`src/rtl/bcd_pkg.sv`:
```
`timescale 1ns/1ps
package bcd_pkg;
  localparam int unsigned SLOT_W = 4;

  typedef enum logic [1:0] {
    TILE_LIN = 2'd0,
    TILE_X   = 2'd1,
    TILE_Y   = 2'd2,
    TILE_4   = 2'd3
  } tile_e;

  typedef enum logic [2:0] {
    PK_END  = 3'd0,
    PK_FAST = 3'd1,
    PK_L32  = 3'd2,
    PK_L64  = 3'd3,
    PK_BAD  = 3'd4
  } pkt_e;

  typedef enum logic [1:0] {
    ST_IDLE = 2'd0,
    ST_BODY = 2'd1,
    ST_HOLD = 2'd2,
    ST_SKIP = 2'd3
  } seq_st_e;

  localparam logic [7:0] OP_FAST   = 8'h42;
  localparam logic [7:0] OP_LEGACY = 8'h53;
  localparam logic [7:0] OP_END    = 8'h05;

  localparam int unsigned FAST_WORDS  = 10;
  localparam int unsigned LEG32_WORDS = 8;
  localparam int unsigned LEG64_WORDS = 10;

  // canonical word slots (10-word layout); the 8-word layout is remapped onto these
  localparam logic [SLOT_W-1:0] SL_FLAGS  = 4'd1;
  localparam logic [SLOT_W-1:0] SL_SIZE   = 4'd3;
  localparam logic [SLOT_W-1:0] SL_DLO    = 4'd4;
  localparam logic [SLOT_W-1:0] SL_DHI    = 4'd5;
  localparam logic [SLOT_W-1:0] SL_SPITCH = 4'd7;
  localparam logic [SLOT_W-1:0] SL_SLO    = 4'd8;
  localparam logic [SLOT_W-1:0] SL_SHI    = 4'd9;
  localparam logic [SLOT_W-1:0] SL_REMAP  = 4'd5;

  localparam int unsigned SRC_T4_BIT = 29;
  localparam int unsigned DST_T4_BIT = 30;
endpackage

```
`src/rtl/bcd_hdr_decode.sv`:
```
`timescale 1ns/1ps
module bcd_hdr_decode
  import bcd_pkg::*;
#(
  parameter int LEN_W = 8
) (
  input  logic [7:0]       opcode,
  input  logic [1:0]       fast_smode,
  input  logic [1:0]       fast_dmode,
  input  logic             leg_s_tiled,
  input  logic             leg_d_tiled,
  input  logic [LEN_W-1:0] len,
  output pkt_e             kind,
  output tile_e            s_base,
  output tile_e            d_base
);
  localparam logic [LEN_W-1:0] FAST_LEN  = LEN_W'(FAST_WORDS - 2);
  localparam logic [LEN_W-1:0] LEG32_LEN = LEN_W'(LEG32_WORDS - 2);
  localparam logic [LEN_W-1:0] LEG64_LEN = LEN_W'(LEG64_WORDS - 2);

  logic fast_modes_ok;
  assign fast_modes_ok = (fast_smode != 2'b11) && (fast_dmode != 2'b11);

  always_comb begin
    kind   = PK_BAD;
    s_base = TILE_LIN;
    d_base = TILE_LIN;
    case (opcode)
      OP_END: kind = PK_END;
      OP_FAST: begin
        if (len == FAST_LEN && fast_modes_ok) begin
          kind   = PK_FAST;
          s_base = tile_e'(fast_smode);
          d_base = tile_e'(fast_dmode);
        end
      end
      OP_LEGACY: begin
        if (len == LEG32_LEN || len == LEG64_LEN) begin
          kind   = (len == LEG32_LEN) ? PK_L32 : PK_L64;
          s_base = leg_s_tiled ? TILE_X : TILE_LIN;
          d_base = leg_d_tiled ? TILE_X : TILE_LIN;
        end
      end
      default: kind = PK_BAD;
    endcase
  end
endmodule

```
`src/rtl/bcd_seq.sv`:
```
`timescale 1ns/1ps
module bcd_seq
  import bcd_pkg::*;
#(
  parameter int LEN_W = 8
) (
  input  logic              clk,
  input  logic              rst_n,
  input  logic              in_valid,
  input  pkt_e              kind,
  input  logic [LEN_W-1:0]  len,
  input  logic              desc_ready,
  output logic              in_ready,
  output logic              desc_valid,
  output logic              desc_err,
  output logic              st_idle,
  output logic              hdr_take,
  output logic              hdr_bad,
  output logic              word_take,
  output logic [SLOT_W-1:0] slot
);
  localparam int CNT_W = LEN_W + 1;

  seq_st_e          st;
  logic [CNT_W-1:0] idx;
  logic [CNT_W-1:0] last;
  logic [CNT_W-1:0] skip;
  logic             leg32;
  logic             err_q;
  logic             fire;
  logic             is_pkt;
  logic [CNT_W-1:0] span;

  assign in_ready  = (st != ST_HOLD);
  assign fire      = in_valid && in_ready;
  assign is_pkt    = (kind == PK_FAST) || (kind == PK_L32) || (kind == PK_L64);
  assign span      = {1'b0, len} + CNT_W'(1);
  assign hdr_take  = fire && (st == ST_IDLE) && is_pkt;
  assign hdr_bad   = fire && (st == ST_IDLE) && (kind == PK_BAD);
  assign word_take = fire && (st == ST_BODY);
  assign slot      = (leg32 && idx >= CNT_W'(SL_REMAP)) ? SLOT_W'(idx + CNT_W'(1))
                                                        : SLOT_W'(idx);
  assign desc_valid = (st == ST_HOLD);
  assign desc_err   = err_q;
  assign st_idle    = (st == ST_IDLE);

  always_ff @(posedge clk or negedge rst_n) begin
    if (!rst_n) begin
      st    <= ST_IDLE;
      idx   <= '0;
      last  <= '0;
      skip  <= '0;
      leg32 <= 1'b0;
      err_q <= 1'b0;
    end else begin
      case (st)
        ST_IDLE: begin
          if (fire) begin
            if (is_pkt) begin
              st    <= ST_BODY;
              idx   <= CNT_W'(1);
              last  <= span;
              leg32 <= (kind == PK_L32);
              err_q <= 1'b0;
            end else if (kind == PK_BAD) begin
              st    <= ST_HOLD;
              err_q <= 1'b1;
              skip  <= span;
            end
          end
        end
        ST_BODY: begin
          if (fire) begin
            if (idx == last) begin
              st   <= ST_HOLD;
              skip <= '0;
            end else begin
              idx <= idx + CNT_W'(1);
            end
          end
        end
        ST_HOLD: begin
          if (desc_ready) st <= (skip != '0) ? ST_SKIP : ST_IDLE;
        end
        ST_SKIP: begin
          if (fire) begin
            skip <= skip - CNT_W'(1);
            if (skip == CNT_W'(1)) st <= ST_IDLE;
          end
        end
        default: st <= ST_IDLE;
      endcase
    end
  end
endmodule

```
`src/rtl/bcd_surface.sv`:
```
`timescale 1ns/1ps
module bcd_surface
  import bcd_pkg::*;
#(
  parameter int                PITCH_W    = 16,
  parameter logic [SLOT_W-1:0] SLOT_PITCH = SL_SPITCH,
  parameter logic [SLOT_W-1:0] SLOT_LO    = SL_SLO,
  parameter logic [SLOT_W-1:0] SLOT_HI    = SL_SHI,
  parameter int                T4_BIT     = 29
) (
  input  logic               clk,
  input  logic               rst_n,
  input  logic               clear,
  input  tile_e              base_in,
  input  logic               t4_en,
  input  logic               word_take,
  input  logic [SLOT_W-1:0]  slot,
  input  logic [31:0]        word,
  output logic [1:0]         tile,
  output logic [PITCH_W+1:0] pitch,
  output logic [63:0]        addr
);
  tile_e              base_q;
  tile_e              eff;
  logic               t4_q;
  logic [PITCH_W-1:0] praw;
  logic [31:0]        lo_q;
  logic [31:0]        hi_q;

  always_ff @(posedge clk or negedge rst_n) begin
    if (!rst_n) begin
      base_q <= TILE_LIN;
      t4_q   <= 1'b0;
      praw   <= '0;
      lo_q   <= '0;
      hi_q   <= '0;
    end else if (clear) begin
      base_q <= base_in;
      t4_q   <= 1'b0;
      praw   <= '0;
      lo_q   <= '0;
      hi_q   <= '0;
    end else if (word_take) begin
      if (slot == SLOT_PITCH)          praw <= word[PITCH_W-1:0];
      if (slot == SL_FLAGS && t4_en)   t4_q <= word[T4_BIT];
      if (slot == SLOT_LO)             lo_q <= word;
      if (slot == SLOT_HI)             hi_q <= word;
    end
  end

  assign eff   = (base_q == TILE_Y && t4_q) ? TILE_4 : base_q;
  assign tile  = eff;
  assign pitch = (eff == TILE_LIN) ? {2'b00, praw} : {praw, 2'b00};
  assign addr  = {hi_q, lo_q};
endmodule

```
`src/rtl/blit_cmd_decoder.sv`:
```
`timescale 1ns/1ps
module blit_cmd_decoder
  import bcd_pkg::*;
#(
  parameter int LEN_W   = 8,
  parameter int PITCH_W = 16,
  parameter int DIM_W   = 16
) (
  input  logic               clk,
  input  logic               rst_n,
  input  logic               in_valid,
  output logic               in_ready,
  input  logic [31:0]        in_data,
  output logic               desc_valid,
  input  logic               desc_ready,
  output logic               desc_err,
  output logic               desc_empty,
  output logic               desc_fmt,
  output logic [1:0]         desc_src_tile,
  output logic [1:0]         desc_dst_tile,
  output logic [63:0]        desc_src_addr,
  output logic [63:0]        desc_dst_addr,
  output logic [PITCH_W+1:0] desc_src_pitch,
  output logic [PITCH_W+1:0] desc_dst_pitch,
  output logic [DIM_W-1:0]   desc_width,
  output logic [DIM_W-1:0]   desc_height
);
  localparam int NSIDE = 2;

  pkt_e              kind;
  tile_e             base_a [NSIDE];
  logic              st_idle;
  logic              hdr_take;
  logic              hdr_bad;
  logic              word_take;
  logic              clear;
  logic [SLOT_W-1:0] slot;
  logic              fmt_q;
  logic [DIM_W-1:0]  w_q;
  logic [DIM_W-1:0]  h_q;
  logic [1:0]         tile_a  [NSIDE];
  logic [PITCH_W+1:0] pitch_a [NSIDE];
  logic [63:0]        addr_a  [NSIDE];

  bcd_hdr_decode #(.LEN_W(LEN_W)) u_hdr (
    .opcode      (in_data[31:24]),
    .fast_smode  (in_data[21:20]),
    .fast_dmode  (in_data[17:16]),
    .leg_s_tiled (in_data[15]),
    .leg_d_tiled (in_data[11]),
    .len         (in_data[LEN_W-1:0]),
    .kind        (kind),
    .s_base      (base_a[0]),
    .d_base      (base_a[1])
  );

  bcd_seq #(.LEN_W(LEN_W)) u_seq (
    .clk        (clk),
    .rst_n      (rst_n),
    .in_valid   (in_valid),
    .kind       (kind),
    .len        (in_data[LEN_W-1:0]),
    .desc_ready (desc_ready),
    .in_ready   (in_ready),
    .desc_valid (desc_valid),
    .desc_err   (desc_err),
    .st_idle    (st_idle),
    .hdr_take   (hdr_take),
    .hdr_bad    (hdr_bad),
    .word_take  (word_take),
    .slot       (slot)
  );

  assign clear = hdr_take || hdr_bad;

  // index 0 = source surface, index 1 = destination surface
  for (genvar g = 0; g < NSIDE; g++) begin : g_side
    localparam logic [SLOT_W-1:0] SP = (g == 0) ? SL_SPITCH : SL_FLAGS;
    localparam logic [SLOT_W-1:0] SL = (g == 0) ? SL_SLO    : SL_DLO;
    localparam logic [SLOT_W-1:0] SH = (g == 0) ? SL_SHI    : SL_DHI;
    localparam int                TB = (g == 0) ? SRC_T4_BIT : DST_T4_BIT;
    bcd_surface #(
      .PITCH_W    (PITCH_W),
      .SLOT_PITCH (SP),
      .SLOT_LO    (SL),
      .SLOT_HI    (SH),
      .T4_BIT     (TB)
    ) u_surf (
      .clk       (clk),
      .rst_n     (rst_n),
      .clear     (clear),
      .base_in   (base_a[g]),
      .t4_en     (!fmt_q),
      .word_take (word_take),
      .slot      (slot),
      .word      (in_data),
      .tile      (tile_a[g]),
      .pitch     (pitch_a[g]),
      .addr      (addr_a[g])
    );
  end

  always_ff @(posedge clk or negedge rst_n) begin
    if (!rst_n) begin
      fmt_q <= 1'b0;
      w_q   <= '0;
      h_q   <= '0;
    end else if (clear) begin
      fmt_q <= hdr_take && (kind != PK_FAST);
      w_q   <= '0;
      h_q   <= '0;
    end else if (word_take && slot == SL_SIZE) begin
      w_q <= in_data[DIM_W-1:0];
      h_q <= in_data[16+DIM_W-1:16];
    end
  end

  assign desc_fmt       = fmt_q;
  assign desc_width     = w_q;
  assign desc_height    = h_q;
  assign desc_empty     = !desc_err && (w_q == '0 || h_q == '0);
  assign desc_src_tile  = tile_a[0];
  assign desc_dst_tile  = tile_a[1];
  assign desc_src_pitch = pitch_a[0];
  assign desc_dst_pitch = pitch_a[1];
  assign desc_src_addr  = addr_a[0];
  assign desc_dst_addr  = addr_a[1];
endmodule

```
`config.mk`:
```
export PLATFORM = sky130hd
export DESIGN_NAME = blit_cmd_decoder
export DESIGN_NICKNAME = d
export VERILOG_FILES = /design/src/rtl/bcd_pkg.sv /design/src/rtl/bcd_hdr_decode.sv /design/src/rtl/bcd_seq.sv /design/src/rtl/bcd_surface.sv /design/src/rtl/blit_cmd_decoder.sv
export SDC_FILE = /design/constraint.sdc
export NUM_CORES = 1
export LEC_CHECK = 0
export BUFFER_PORTS_ARGS = -buffer_cell sky130_fd_sc_hd__buf_2
export CAP_MARGIN = 40
export CORE_ASPECT_RATIO = 1.5
export CORE_UTILIZATION = 45
export DETAILED_ROUTE_END_ITERATION = 10
export PLACE_DENSITY = 0.67
export SLEW_MARGIN = 20
export SYNTH_ARGS = -nofsm -noshare
export SYNTH_HDL_FRONTEND = slang
export SYNTH_HIERARCHICAL = 1
export SYNTH_SLANG_ARGS = --single-unit
export TNS_END_PERCENT = 50
```
`constraint.sdc`:
```
create_clock -name clk -period 3.7 [get_ports clk]
set_input_delay 1.11 -clock clk [delete_from_list [all_inputs] [get_ports clk]]
set_output_delay 1.11 -clock clk [all_outputs]
set_load 0.1 [all_outputs]
```
==> run summary <==
Outcome = finished clean
Critical path arrival = 2280 ps
# setup viols final = 0
CTS Buf Count = 24
Clk slew on worst S/H paths = 60 ps
Vias = 9629
Register bit total from synthesis = 230
H-tree depth = 1
Max Cap Viol = 0
Antenna Cells = 0
Mean routed wirelength per cell = 20.4 um
Vias per cell = 5.52
Cells after Synth = 1141
Worst vdd ir = 920 uV
Setup Fix Bufs, Post-CTS = 0
Detailed placement HPWL = 25300 um
Antenna violations before repair = 0
Sequential element share of the synthesized area = 47.7%
Clk sink count = 230
Global route total overflow = 0
Layout cells sized above 1 = 30.4%
Worst Hold Class = flop to flop
Slew HR = 47.3%
Fin crit share = 91.6%
Port Buf Inserts = 240
Tightest Pin Transition = 789 ps
RSZ-0062 raised after global routing = no
EDFF count, synth = 0
Skew-Pair Late Insertion Delay = 520 ps
Post-CTS sizing = 0
Asr flop ratio synth = 100%
Clock tree root driver cell = clkbuf_16
Io pins = 241
Tmin final = 3390 ps
Leakage power = 0.00759 uW
Rows = 73
Critical Path Fanout Max = 17
# DRC = 0
CTS Hold Buffers Added = 0
GPL Wtd Cong = 0.905
Core area = 26400 um^2
Crit start category = flop
Fill cells = 2334
Effective utilization at floorplan = 45.7%
Syn Area/Cell = 10.6 um^2
Number of global-route vias before repair = 9645
Total Power = 11700 uW
Syn-to-layout area delta = 21.8%
Mapped Nets = 1182
Critical Path RT = 2590 ps
Ys flop type = dfrtp_1
Slew Limit Fails = 0
Clock skew = 19.0 ps
Overall die width = 136 um
Initial DRC count = 658
Largest net degree at the start of global routing = 93
Final ANT Viol Nets = 0
Drt pass-1 iters = 5
Die Ht = 203 um
Worst Setup Path Type = flop to primary output
Max Clock Freq = 295 MHz
Final Hold Viols = 0
CP Capture Type = primary output
Nets = 1431
Total die area = 27500 um^2
Drt total wl = 35600 um
PwrDens = 794 nW/um^2
Mapped cell area = 12100 um^2
Yosys cell types = 84
First-pass GRT wire length = 54900 um
Post-Route Setup TNS = 0 ps
Yosys warns = 6
Gr usage total = 25.9%
CTS Buffer Depth = 3
CTS tree = yes
## logic make-up (layout without fill, tap and decap cells)
group                    count (synthesis)  in the layout  synth area share (%)
AND/OR/NAND/NOR                        415            415                  21.2
flip-flops                             230            230                  47.7
adder cells (fa/ha/maj)                  5              5                 0.518
buffers and inverters                   96            361                  4.26
AO/OA/AOI/OAI                          208            208                  10.0
multiplexers                           169            169                  14.4
XOR/XNOR                                18             18                  1.87
## metrics by stage
stage | setup WS, ps | hold WS, ps | utilization, % | instance area, um^2 | cells
4_1_cts | 278 | 517 | 55.7 | 14700 | 1743
2_1_floorplan | 16.5 | 474 | - | 12100 | 1141
3_5_place_dp | 143 | 497 | 52.7 | 13900 | 1701
3_3_place_gp | 174 | 493 | 52.7 | 13900 | 1701
5_1_grt | 177 | 552 | 55.7 | 14700 | 1743
6_report | 311 | 516 | 55.7 | 14700 | 1743
## cell type report
class / count / area [um^2] / share of cell area [%]
Sequential cell: 230 / 5760 / 39.2
Tap cell: 337 / 422 / 2.87
Clock buffer: 34 / 739 / 5.03
Inverter: 13 / 48.8 / 0.332
Multi-Input combinational cell: 815 / 5840 / 39.7
Clock inverter: 8 / 42.5 / 0.290
Timing Repair Buffer: 306 / 1840 / 12.6
## sequential cells by signal (all words and copies together) (netlist names)
register	flops
g_side.u_surf/hi_q	64
g_side.u_surf/lo_q	64
g_side.u_surf/praw	32
desc_height	16
desc_width	16
u_seq/idx	9
u_seq/last	9
u_seq/skip	9
g_side.u_surf/base_q	4
g_side.u_surf/t4_q	2
u_seq/st	2
desc_fmt	1
u_seq/desc_err	1
u_seq/leg32	1
## critical path, stage by stage (launching register included)
cell and delay [ps]:
dfrtp_1 410, nor2_2 630, mux2_2 290, buf_2 420
## where the power goes
| group | leakage (uW) | switching (uW) | internal (uW) |
|---|---|---|---|
| Combinational | 0.00403 | 4540 | 1340 |
| Sequential | 0.00316 | 410 | 2980 |
| Clock | 0.000394 | 1010 | 1380 |
| Total | 0.00759 | 5960 | 5710 |
## cells in the final DEF, fill, tap and decap left out, types with 4 or more instances in the layout
| cell | instances |
|---|---|
| a21o_1 | 5 |
| a21oi_1 | 45 |
| a22o_1 | 5 |
| a31oi_1 | 4 |
| and2_1 | 8 |
| buf_12 | 11 |
| buf_2 | 239 |
| buf_4 | 55 |
| clkbuf_16 | 25 |
| clkbuf_8 | 8 |
| clkinv_2 | 7 |
| dfrtp_1 | 230 |
| ha_1 | 5 |
| inv_1 | 12 |
| mux2_2 | 36 |
| mux2i_1 | 133 |
| nand2_1 | 30 |
| nand2b_1 | 198 |
| nand3_1 | 45 |
| nand4_1 | 5 |
| nor2_1 | 31 |
| nor2b_1 | 41 |
| nor3_1 | 4 |
| nor3_2 | 5 |
| nor4_1 | 9 |
| o21ai_0 | 106 |
| o21ai_1 | 9 |
| o22ai_1 | 5 |
| o31ai_1 | 6 |
| xnor2_1 | 6 |
| xnor2_2 | 4 |
| xor2_1 | 5 |
## cells in the mapped netlist, drive strengths merged (5+ instances only)
cell type	count	area, um^2
and2	9	57.6
dfrtp	230	5760
xor2	6	52.6
a21o	5	37.5
o22ai	5	31.3
or2	5	33.8
buf	33	278
nand2	32	135
mux2	36	405
nor2	33	126
nor2b	41	257
o21ai	115	576
a22o	5	43.8
nor4	11	98.8
inv	13	48.8
nand3	47	253
clkbuf	50	188
nand2b	199	1250
mux2i	133	1330
xnor2	12	173
nor3	10	76.3
nand4	7	65.1
o31ai	6	45.0
ha	5	62.6
a21oi	46	230
## worst paths after layout
kind / startpoint / to / slack [ps] / cells past startpoint
setup / recovery: g_side[0].u_surf/base_q[1] / desc_src_pitch[10] / 310 / 3
hold / removal: u_seq/skip[4] / u_seq/skip[4] / 520 / 1
setup reg to reg: u_seq/idx[1] / g_side[0].u_surf/hi_q[4] / 790 / 12
hold reg to reg: u_seq/skip[4] / u_seq/skip[4] / 520 / 1
max in group asynchronous: rst_n / g_side[0].u_surf/hi_q[7] / 2280 / 2
min in group asynchronous: rst_n / g_side[1].u_surf/hi_q[0] / 540 / 1
## per-layer routing
metal  wire length (um)  global-route usage [%]
met5                  0                       0
met4               1550                    11.7
met3               1810                    2.82
met2              18100                    44.6
met1              14200                    32.2
(Power assumes the default switching activity.)
